**config.mk**
```make
export PLATFORM = sky130hd
export DESIGN_NAME = ptw_walker
export DESIGN_NICKNAME = d
export VERILOG_FILES = /design/src/rtl/ptw_pkg.sv /design/src/rtl/ptw_root_sel.sv /design/src/rtl/ptw_addr_gen.sv /design/src/rtl/ptw_walker.sv
export SDC_FILE = /design/constraint.sdc
export NUM_CORES = 1
export LEC_CHECK = 0
export ABC_AREA = 1
export BUFFER_PORTS_ARGS = -buffer_cell sky130_fd_sc_hd__buf_2
export CORE_AREA = 2 2 155 157
export CTS_BUF_LIST = sky130_fd_sc_hd__clkbuf_16
export CTS_CLUSTER_SIZE = 12
export DETAILED_ROUTE_END_ITERATION = 12
export DIE_AREA = 0 0 157 159
export PLACE_DENSITY = 0.74
export SETUP_SLACK_MARGIN = 0.3
export SLEW_MARGIN = 20
export SYNTH_ARGS = -nofsm -noshare
export SYNTH_HDL_FRONTEND = slang
export SYNTH_HIERARCHICAL = 1
export SYNTH_SLANG_ARGS = --single-unit
```
**constraint.sdc**
```tcl
create_clock -name clk -period 6.4 [get_ports clk]
set_input_delay 1.28 -clock clk [delete_from_list [all_inputs] [get_ports clk]]
set_output_delay 1.28 -clock clk [all_outputs]
set_load 0.02 [all_outputs]
```
**src/rtl/ptw_pkg.sv**
```systemverilog
package ptw_pkg;

    localparam int VA_W        = 64;
    localparam int PA_W        = 48;
    localparam int DESC_W      = 64;
    localparam int OFF_W       = 14;
    localparam int LEVELS      = 3;
    localparam int TOP_IDX_W   = 10;
    localparam int LOW_IDX_W   = 11;
    localparam int IDX_MAX_W   = LOW_IDX_W;
    localparam int ENTRY_SHIFT = 3;
    localparam int GRP_W       = 4;
    localparam int GRP_LO      = 58;
    localparam int ATTR_W      = 3;
    localparam int ATTR_LO     = 2;
    localparam int USED_VA_W   = OFF_W + TOP_IDX_W + (LEVELS - 1) * LOW_IDX_W;
    localparam int SIGN_W      = VA_W - USED_VA_W;
    localparam int FRAME_W     = PA_W - OFF_W;

    typedef logic [1:0] level_t;

    typedef enum logic [1:0] {
        ST_IDLE,
        ST_ISSUE,
        ST_WAIT,
        ST_DONE
    } walk_state_e;

    typedef struct packed {
        logic              fault;
        logic [PA_W-1:0]   pa;
        logic [GRP_W-1:0]  grp;
        logic [ATTR_W-1:0] attr;
    } walk_res_t;

    function automatic int idx_width(input int lvl);
        return (lvl == 0) ? TOP_IDX_W : LOW_IDX_W;
    endfunction

    function automatic int idx_low(input int lvl);
        int lo;
        lo = OFF_W;
        for (int k = LEVELS - 1; k > lvl; k--) begin
            lo = lo + idx_width(k);
        end
        return lo;
    endfunction

    function automatic logic [PA_W-1:0] next_base(input logic [DESC_W-1:0] d);
        return {d[PA_W-1:OFF_W], {OFF_W{1'b0}}};
    endfunction

endpackage

```
**src/rtl/ptw_root_sel.sv**
```systemverilog
module ptw_root_sel
    import ptw_pkg::*;
(
    input  logic [SIGN_W-1:0] va_sign,
    input  logic [PA_W-1:0]   user_root,
    input  logic [PA_W-1:0]   kern_root,
    output logic              canonical,
    output logic [PA_W-1:0]   root
);

    always_comb begin
        canonical = (&va_sign) | ~(|va_sign);
        root      = va_sign[SIGN_W-1] ? kern_root : user_root;
    end

endmodule

```
**src/rtl/ptw_addr_gen.sv**
```systemverilog
module ptw_addr_gen
    import ptw_pkg::*;
(
    input  logic [PA_W-1:0]            base,
    input  logic [USED_VA_W-1:OFF_W]   va_idx,
    input  level_t                     lvl,
    output logic [PA_W-1:0]            addr
);

    logic [IDX_MAX_W-1:0] idx_all [LEVELS];
    logic [IDX_MAX_W-1:0] sel;

    for (genvar g = 0; g < LEVELS; g++) begin : g_lvl
        localparam int W  = idx_width(g);
        localparam int LO = idx_low(g);
        assign idx_all[g] = IDX_MAX_W'(va_idx[LO +: W]);
    end

    always_comb begin
        sel = idx_all[LEVELS-1];
        for (int k = 0; k < LEVELS; k++) begin
            if (lvl == level_t'(k)) sel = idx_all[k];
        end
        addr = base + (PA_W'(sel) << ENTRY_SHIFT);
    end

endmodule

```
**src/rtl/ptw_walker.sv**
```systemverilog
module ptw_walker
    import ptw_pkg::*;
(
    input  logic              clk,
    input  logic              rst,
    input  logic              req_valid,
    output logic              req_ready,
    input  logic [VA_W-1:0]   req_va,
    input  logic [PA_W-1:0]   user_root,
    input  logic [PA_W-1:0]   kern_root,
    output logic              mem_req_valid,
    output logic [PA_W-1:0]   mem_req_addr,
    input  logic              mem_rsp_valid,
    input  logic [DESC_W-1:0] mem_rsp_data,
    output logic              res_valid,
    input  logic              res_ready,
    output logic              res_fault,
    output logic [PA_W-1:0]   res_pa,
    output logic [GRP_W-1:0]  res_group,
    output logic [ATTR_W-1:0] res_attr,
    output logic [VA_W-1:0]   res_va
);

    walk_state_e     state;
    logic [VA_W-1:0] va_q;
    logic [PA_W-1:0] base_q;
    level_t          lvl_q;
    walk_res_t       res_q;

    logic            canonical;
    logic [PA_W-1:0] root;
    logic [PA_W-1:0] rd_addr;
    logic            unused_desc_bits;

    ptw_root_sel i_root_sel (
        .va_sign   (req_va[VA_W-1 -: SIGN_W]),
        .user_root (user_root),
        .kern_root (kern_root),
        .canonical (canonical),
        .root      (root)
    );

    ptw_addr_gen i_addr_gen (
        .base   (base_q),
        .va_idx (va_q[USED_VA_W-1:OFF_W]),
        .lvl    (lvl_q),
        .addr   (rd_addr)
    );

    assign unused_desc_bits = ^{mem_rsp_data[DESC_W-1:GRP_LO+GRP_W],
                                mem_rsp_data[GRP_LO-1:PA_W],
                                mem_rsp_data[OFF_W-1:ATTR_LO+ATTR_W],
                                mem_rsp_data[ATTR_LO-1:1]};

    always_comb begin
        req_ready     = (state == ST_IDLE);
        mem_req_valid = (state == ST_ISSUE);
        mem_req_addr  = rd_addr;
        res_valid     = (state == ST_DONE);
        res_fault     = res_q.fault;
        res_pa        = res_q.pa;
        res_group     = res_q.grp;
        res_attr      = res_q.attr;
        res_va        = va_q;
    end

    always_ff @(posedge clk) begin
        if (rst) begin
            state  <= ST_IDLE;
            va_q   <= '0;
            base_q <= '0;
            lvl_q  <= '0;
            res_q  <= '0;
        end else begin
            unique case (state)
                ST_IDLE: begin
                    if (req_valid) begin
                        va_q   <= req_va;
                        base_q <= root;
                        lvl_q  <= '0;
                        if (canonical) begin
                            state <= ST_ISSUE;
                        end else begin
                            res_q       <= '0;
                            res_q.fault <= 1'b1;
                            state       <= ST_DONE;
                        end
                    end
                end
                ST_ISSUE: state <= ST_WAIT;
                ST_WAIT: begin
                    if (mem_rsp_valid) begin
                        if (!mem_rsp_data[0]) begin
                            res_q       <= '0;
                            res_q.fault <= 1'b1;
                            state       <= ST_DONE;
                        end else if (lvl_q == level_t'(LEVELS - 1)) begin
                            res_q.fault <= 1'b0;
                            res_q.pa    <= {mem_rsp_data[PA_W-1:OFF_W], va_q[OFF_W-1:0]};
                            res_q.grp   <= mem_rsp_data[GRP_LO +: GRP_W];
                            res_q.attr  <= mem_rsp_data[ATTR_LO +: ATTR_W];
                            state       <= ST_DONE;
                        end else begin
                            base_q <= next_base(mem_rsp_data);
                            lvl_q  <= level_t'(lvl_q + 2'd1);
                            state  <= ST_ISSUE;
                        end
                    end
                end
                ST_DONE: begin
                    if (res_ready) state <= ST_IDLE;
                end
                default: state <= ST_IDLE;
            endcase
        end
    end

    // a non-canonical address is answered next cycle with a fault and no read
    a_r6_noncanon_fault: assert property (@(posedge clk) disable iff (rst)
        (req_valid && req_ready && !canonical) |=> (res_valid && res_fault && !mem_req_valid));

    // an invalid descriptor ends the walk at once
    a_r5_invalid_ends: assert property (@(posedge clk) disable iff (rst)
        (state == ST_WAIT && mem_rsp_valid && !mem_rsp_data[0]) |=> (res_valid && res_fault));

    // no second acceptance right after a first
    a_r7_single_walk: assert property (@(posedge clk) disable iff (rst)
        (req_valid && req_ready) |=> !req_ready);

    // result held until taken
    a_r8_result_hold: assert property (@(posedge clk) disable iff (rst)
        (res_valid && !res_ready) |=> (res_valid && $stable(res_pa) && $stable(res_fault)
                                       && $stable(res_group) && $stable(res_attr) && $stable(res_va)));

    // each read request is a single-cycle pulse
    a_r9_req_pulse: assert property (@(posedge clk) disable iff (rst)
        mem_req_valid |=> !mem_req_valid);

    // level never runs past the leaf
    a_r3_level_range: assert property (@(posedge clk) disable iff (rst)
        mem_req_valid |-> (lvl_q <= level_t'(LEVELS - 1)));

endmodule

```
# Word-level counts from Yosys, hierarchy flattened
# Cells that the tools add are included.
# Widths: inputs -> output; s select.
[totals]
ff_bits = 172
inputBits = 229
out_inout_bits = 171
wordCells = 60
[op_classes]
add_sub_neg = 2
eq_ne = 12
muxes = 27
n_bitwise = 2
reduce_logical = 9
[op_table]
columns = ["operator", "count"]
rows = [
  ["$mux 56", 5],
  ["$mux 48", 5],
  ["$pmux 56 s2", 1],
  ["$pmux 48 s2", 1],
  ["$add 48x14->48", 1],
  ["$mux 11", 3],
  ["$mux 2", 10],
  ["$reduce_and 18->1", 1],
  ["$reduce_or 18->1", 1],
  ["$ne 2x2->1 const B", 5],
  ["$reduce_and 5->1", 2],
  ["$pmux 2 s4", 1],
  ["$eq 2x2->1 const B", 3],
  ["$eq 2x1->1 const B", 2],
  ["$logic_not 2->1", 2],
  ["$pmux 2 s2", 1],
  ["$ne 3x3->1 const B", 1],
  ["$reduce_and 3->1", 1],
  ["$add 2x1->2 const B", 1],
  ["$ne 2x1->1 const B", 1],
  ["$reduce_and 2->1", 1],
  ["$reduce_bool 2->1", 1],
  ["$not 1->1", 1],
  ["$or 1x1->1", 1],
]

# Logic depth before layout (Yosys ltp)
[logic_depth]
depth_word = 6
mapped_depth = 18
mapped_depth_nobuf = 17

# Cells and area by module
# Netlist, hierarchy kept.
[by_module_without_submodules]
columns = ["mod", "instances", "cells_each", "area_per_inst_um2", "seq_area_each_um2"]
rows = [
  ["ptw_walker", 1, 1118, 7424.6, 3443.3],
  ["ptw_addr_gen", 1, 457, 2203.4, 0.0],
  ["ptw_root_sel", 1, 83, 734.5, 0.0],
]

# Least setup slack after synthesis
# Ideal clock, no wire load.
[synth_path]
path_kind = "register to output"
startpoint = "reg lvl_q[1]"
endpoint = "out mem_req_addr[15]"
t_arrival_ns = 2.608
slack_ns = 2.512
stages_incl_launch_ff = 17
n_path_buf = 1
path_cell_list = "dfxtp_1 inv_1 nand2_1 clkbuf_1 o22ai_1 nor2_1 ha_1 inv_1 fa_1 inv_1 nand3_1 nand3_1 nand2_1 nand2_1 nand2_1 nand2_2 xor2_1"
[synth_between]
elab_chain_len = 5
[synth_rtl]
columns = ["element", "line_no", "source"]
rows = [
  ["start, declared", "ptw_walker.sv:27", "level_t lvl_q;"],
  ["start signal, assigned", "ptw_walker.sv:105", "lvl_q <= level_t'(lvl_q + 2'd1);"],
  ["$logic_not 2->1", "ptw_addr_gen.sv:22", "if (lvl == level_t'(k)) sel = idx_all[k];"],
  ["$mux 11 (2 in a row)", "ptw_addr_gen.sv:22", ""],
  ["$mux 11 *", "ptw_addr_gen.sv:22", ""],
  ["$add 48x14->48 *", "ptw_addr_gen.sv:24", "addr = base + (PA_W'(sel) << ENTRY_SHIFT);"],
  ["end, declared", "ptw_walker.sv:12", "output logic [PA_W-1:0] mem_req_addr,"],
]
# Mark *: on every way between the ends. The rest lies on a longest branch, timed or not.

# Final worst setup path
[layout_path]
startpoint = "reg lvl_q[1]"
endpoint = "out mem_req_addr[39]"
# The elaborated chain is that of the path after synthesis.

==> metrics.yaml <==
run_status: "completed"
rsz0062_at_grt: "false"
cap_viol_max_count: 0
timing.final.crit_share_pct: 79.3
startpoint_type: "flop"
drt_pass1_iterations: 5
cp.required_ns: 5.12
die-area_sq_um: 25000
worstPathArrival_ns: 3.79
ys_seq_area_share_pct: 33.2
p_leak_nw: 6.69
drtIter0Drc: 787
end_kind: "primary output"
die_x_microns: 157
hp-class: "flop to flop"
syn_inst: 1658
slew_viol_final: 0
core_area_sq_um: 23200
regToRegSetupSlack_ns: 2.23
grt_pass1_vias: 10800
ios: 400
finClkSkew_ns: 0.0186
syn-num-nets: 1900
grt_pass1_wl_microns: 55200
drive_above_1_share_pct: 25.4
cts_resized: 0
dieHeight_microns: 159
cts_made_buffers: 17
vias: 11500
cts_hold_buf: 0
cts_root_buf: "clkbuf_16"
fin_crit_ns: 5.07
irDropWorstVdd_uv: 174
cts.sinks: 172
cts_tree: "built"
dp_hpwl_microns: 26600
synth_cell_types: 37
port_buffers: 377
avgSynthCellArea_sq_um: 6.25
finalSetupViolCount: 0
ys_warn_count: 6
clockBufferDepth: 2
crit_type: "flop to primary output"
hold_viol: 0
worstHoldStart: "base_q[2]"
setup_slack_ns: 1.33
slew_headroom_pct: 26.7
powerDensity_nw_per_um2: 293
min_to: "base_q[2]"
tightest_slew_ns: 1.10
grtUsageTotal_pct: 27.7
r2r_cells: 8
worstHoldPathCells: 2
grt_overflow: 0
place_ws_ns: 1.79
syn2layout_area_growth_pct: 23.7
drc: 0
antenna_found_initial: 2
routed_wirelength_microns: 35200
power_mw: 3.75
clk_latency_ns: 0.44
grt_max_degree: 86
path_max_fanout: 11
r2r-end: "res_pa[35]"
wire_per_inst_microns: 15.3
initial_utilization_pct: 44.7
finalSetupTns_ns: 0
ant_nets: 0
nets: 2212
path_clk_slew_ns: 0.07
rr_startpoint: "state[1]"
utilization_pct: 55.3
syn_area_sq_um: 10400
via_per_inst: 4.97
rows: 56
synth-seq-cells: 172
cts_max_level: 4
max_freq_mhz: 197
postCtsSetupBuffers: 0
gp_congestion: 0.940
==> cell usage after synthesis (all sizes together) <==
| master | n | share of area [%] |
|---|---|---|
| o21bai | 2 | 0.18 |
| dfxtp | 172 | 33 |
| clkbuf | 48 | 1.7 |
| xor2 | 21 | 1.8 |
| nor3 | 19 | 1.1 |
| buf | 41 | 2.7 |
| nand3 | 44 | 2.4 |
| clkinv | 1 | 0.036 |
| fa | 1 | 0.19 |
| o21ai | 108 | 5.2 |
| nand4 | 64 | 3.9 |
| ha | 12 | 1.4 |
| o22ai | 9 | 0.54 |
| o22a | 1 | 0.085 |
| mux2 | 48 | 5.2 |
| inv | 171 | 6.2 |
| nor2 | 406 | 15 |
| a21oi | 42 | 2.1 |
| nand2 | 439 | 16 |
| and2 | 1 | 0.060 |
| o21a | 1 | 0.072 |
| xnor2 | 1 | 0.085 |
| nand3b | 5 | 0.36 |
| or2 | 1 | 0.060 |
==> cells in the final DEF, fill, tap and decap left out, types with 2 or more instances in the layout <==
master / count
nor2_1: 393
inv_1: 162
clkinv_1: 2
inv_6: 4
nor2_2: 8
nand2_2: 8
clkbuf_16: 17
clkinv_2: 2
nand4_1: 64
inv_8: 5
nand3b_1: 5
nor2_4: 5
nand3_1: 39
a21oi_1: 41
nand3_2: 4
xor2_1: 21
clkinv_8: 2
o22ai_1: 9
inv_2: 8
nor3_2: 4
ha_1: 12
o21ai_0: 88
nand2_1: 430
buf_4: 5
mux2_2: 48
buf_2: 377
o21ai_1: 20
nor3_1: 15
dfxtp_1: 172
==> cell type report <==
| class | count | area, sq um |
|---|---|---|
| clock inverter | 15 | 148 |
| clock buffer | 17 | 425 |
| multi-input combinational | 1225 | 5830 |
| sequential | 172 | 3440 |
| tap | 319 | 399 |
| timing repair buffer | 382 | 1920 |
| fill | 2328 | 10400 |
| antenna | 1 | 2.50 |
| inverter | 172 | 648 |
==> per-stage QoR <==
step / hold WS (ns) / cell area [sq um] / cells
floorplan: 0.444 / 10400 / 1658
global placement: 0.451 / 12200 / 2270
detailed placement: 0.455 / 12200 / 2270
CTS: 0.467 / 12800 / 2302
global route: 0.483 / 12800 / 2303
finish: 0.466 / 12800 / 2303
==> state kept, by name, indices dropped and copies added (netlist names) <==
register and count:
state 2, res_fault 1, res_attr 3, res_group 4, res_va 64, base_q 48, res_pa 48, lvl_q 2
==> worst max-delay path, cell delays in order (launching register included) <==
cell and delay (ns):
dfxtp_1 0.40, inv_1 0.22, nand2_1 0.40, o22ai_1 0.12
nor2_1 0.16, ha_1 0.31, inv_1 0.09, fa_1 0.40
inv_1 0.13, nand3_1 0.08, nand3_1 0.13, nand2_1 0.07
nand2_1 0.21, nand2_1 0.10, nand2_2 0.18, nand3_1 0.10
nand2_1 0.08, nand2_1 0.05, buf_2 0.15
==> per-layer routing <==
layer	global-route usage (%)	vias up	part of all wire [%]
met2	45.6	410	47
li1	-	5825	-
met3	5.42	57	7.1
met4	8.67	2	2.3
met5	0	-	0.046
met1	36.5	5158	43
==> cells by family after synthesis <==
family / share of synthesized area [%]
buffers and inverters: 10.7
and+or+nand+nor: 39.2
DFF: 33.2
muxes: 5.22
xor gates and xnor gates: 1.86
adders and majority gates: 1.64
AOI/OAI and AO/OA: 8.16
==> power by group <==
group	total (mW)	switching (mW)	internal [mW]	leakage (nW)
clock network	1.02	0.497	0.520	0.283
logic	1.35	0.901	0.452	4.99
registers	1.38	0.155	1.23	1.42
total	3.75	1.55	2.20	6.69
==> worst max path at each step <==
stage                   from               end  slack, ns
floorplan           lvl_q[1]  mem_req_addr[15]       2.51
global placement    lvl_q[1]  mem_req_addr[15]       1.87
detailed placement  lvl_q[1]  mem_req_addr[15]       1.79
CTS                 lvl_q[1]  mem_req_addr[15]       1.31
global route        lvl_q[1]  mem_req_addr[39]       1.03
finish              lvl_q[1]  mem_req_addr[39]       1.33
No activity file was read; power rests on OpenSTA's default activity.
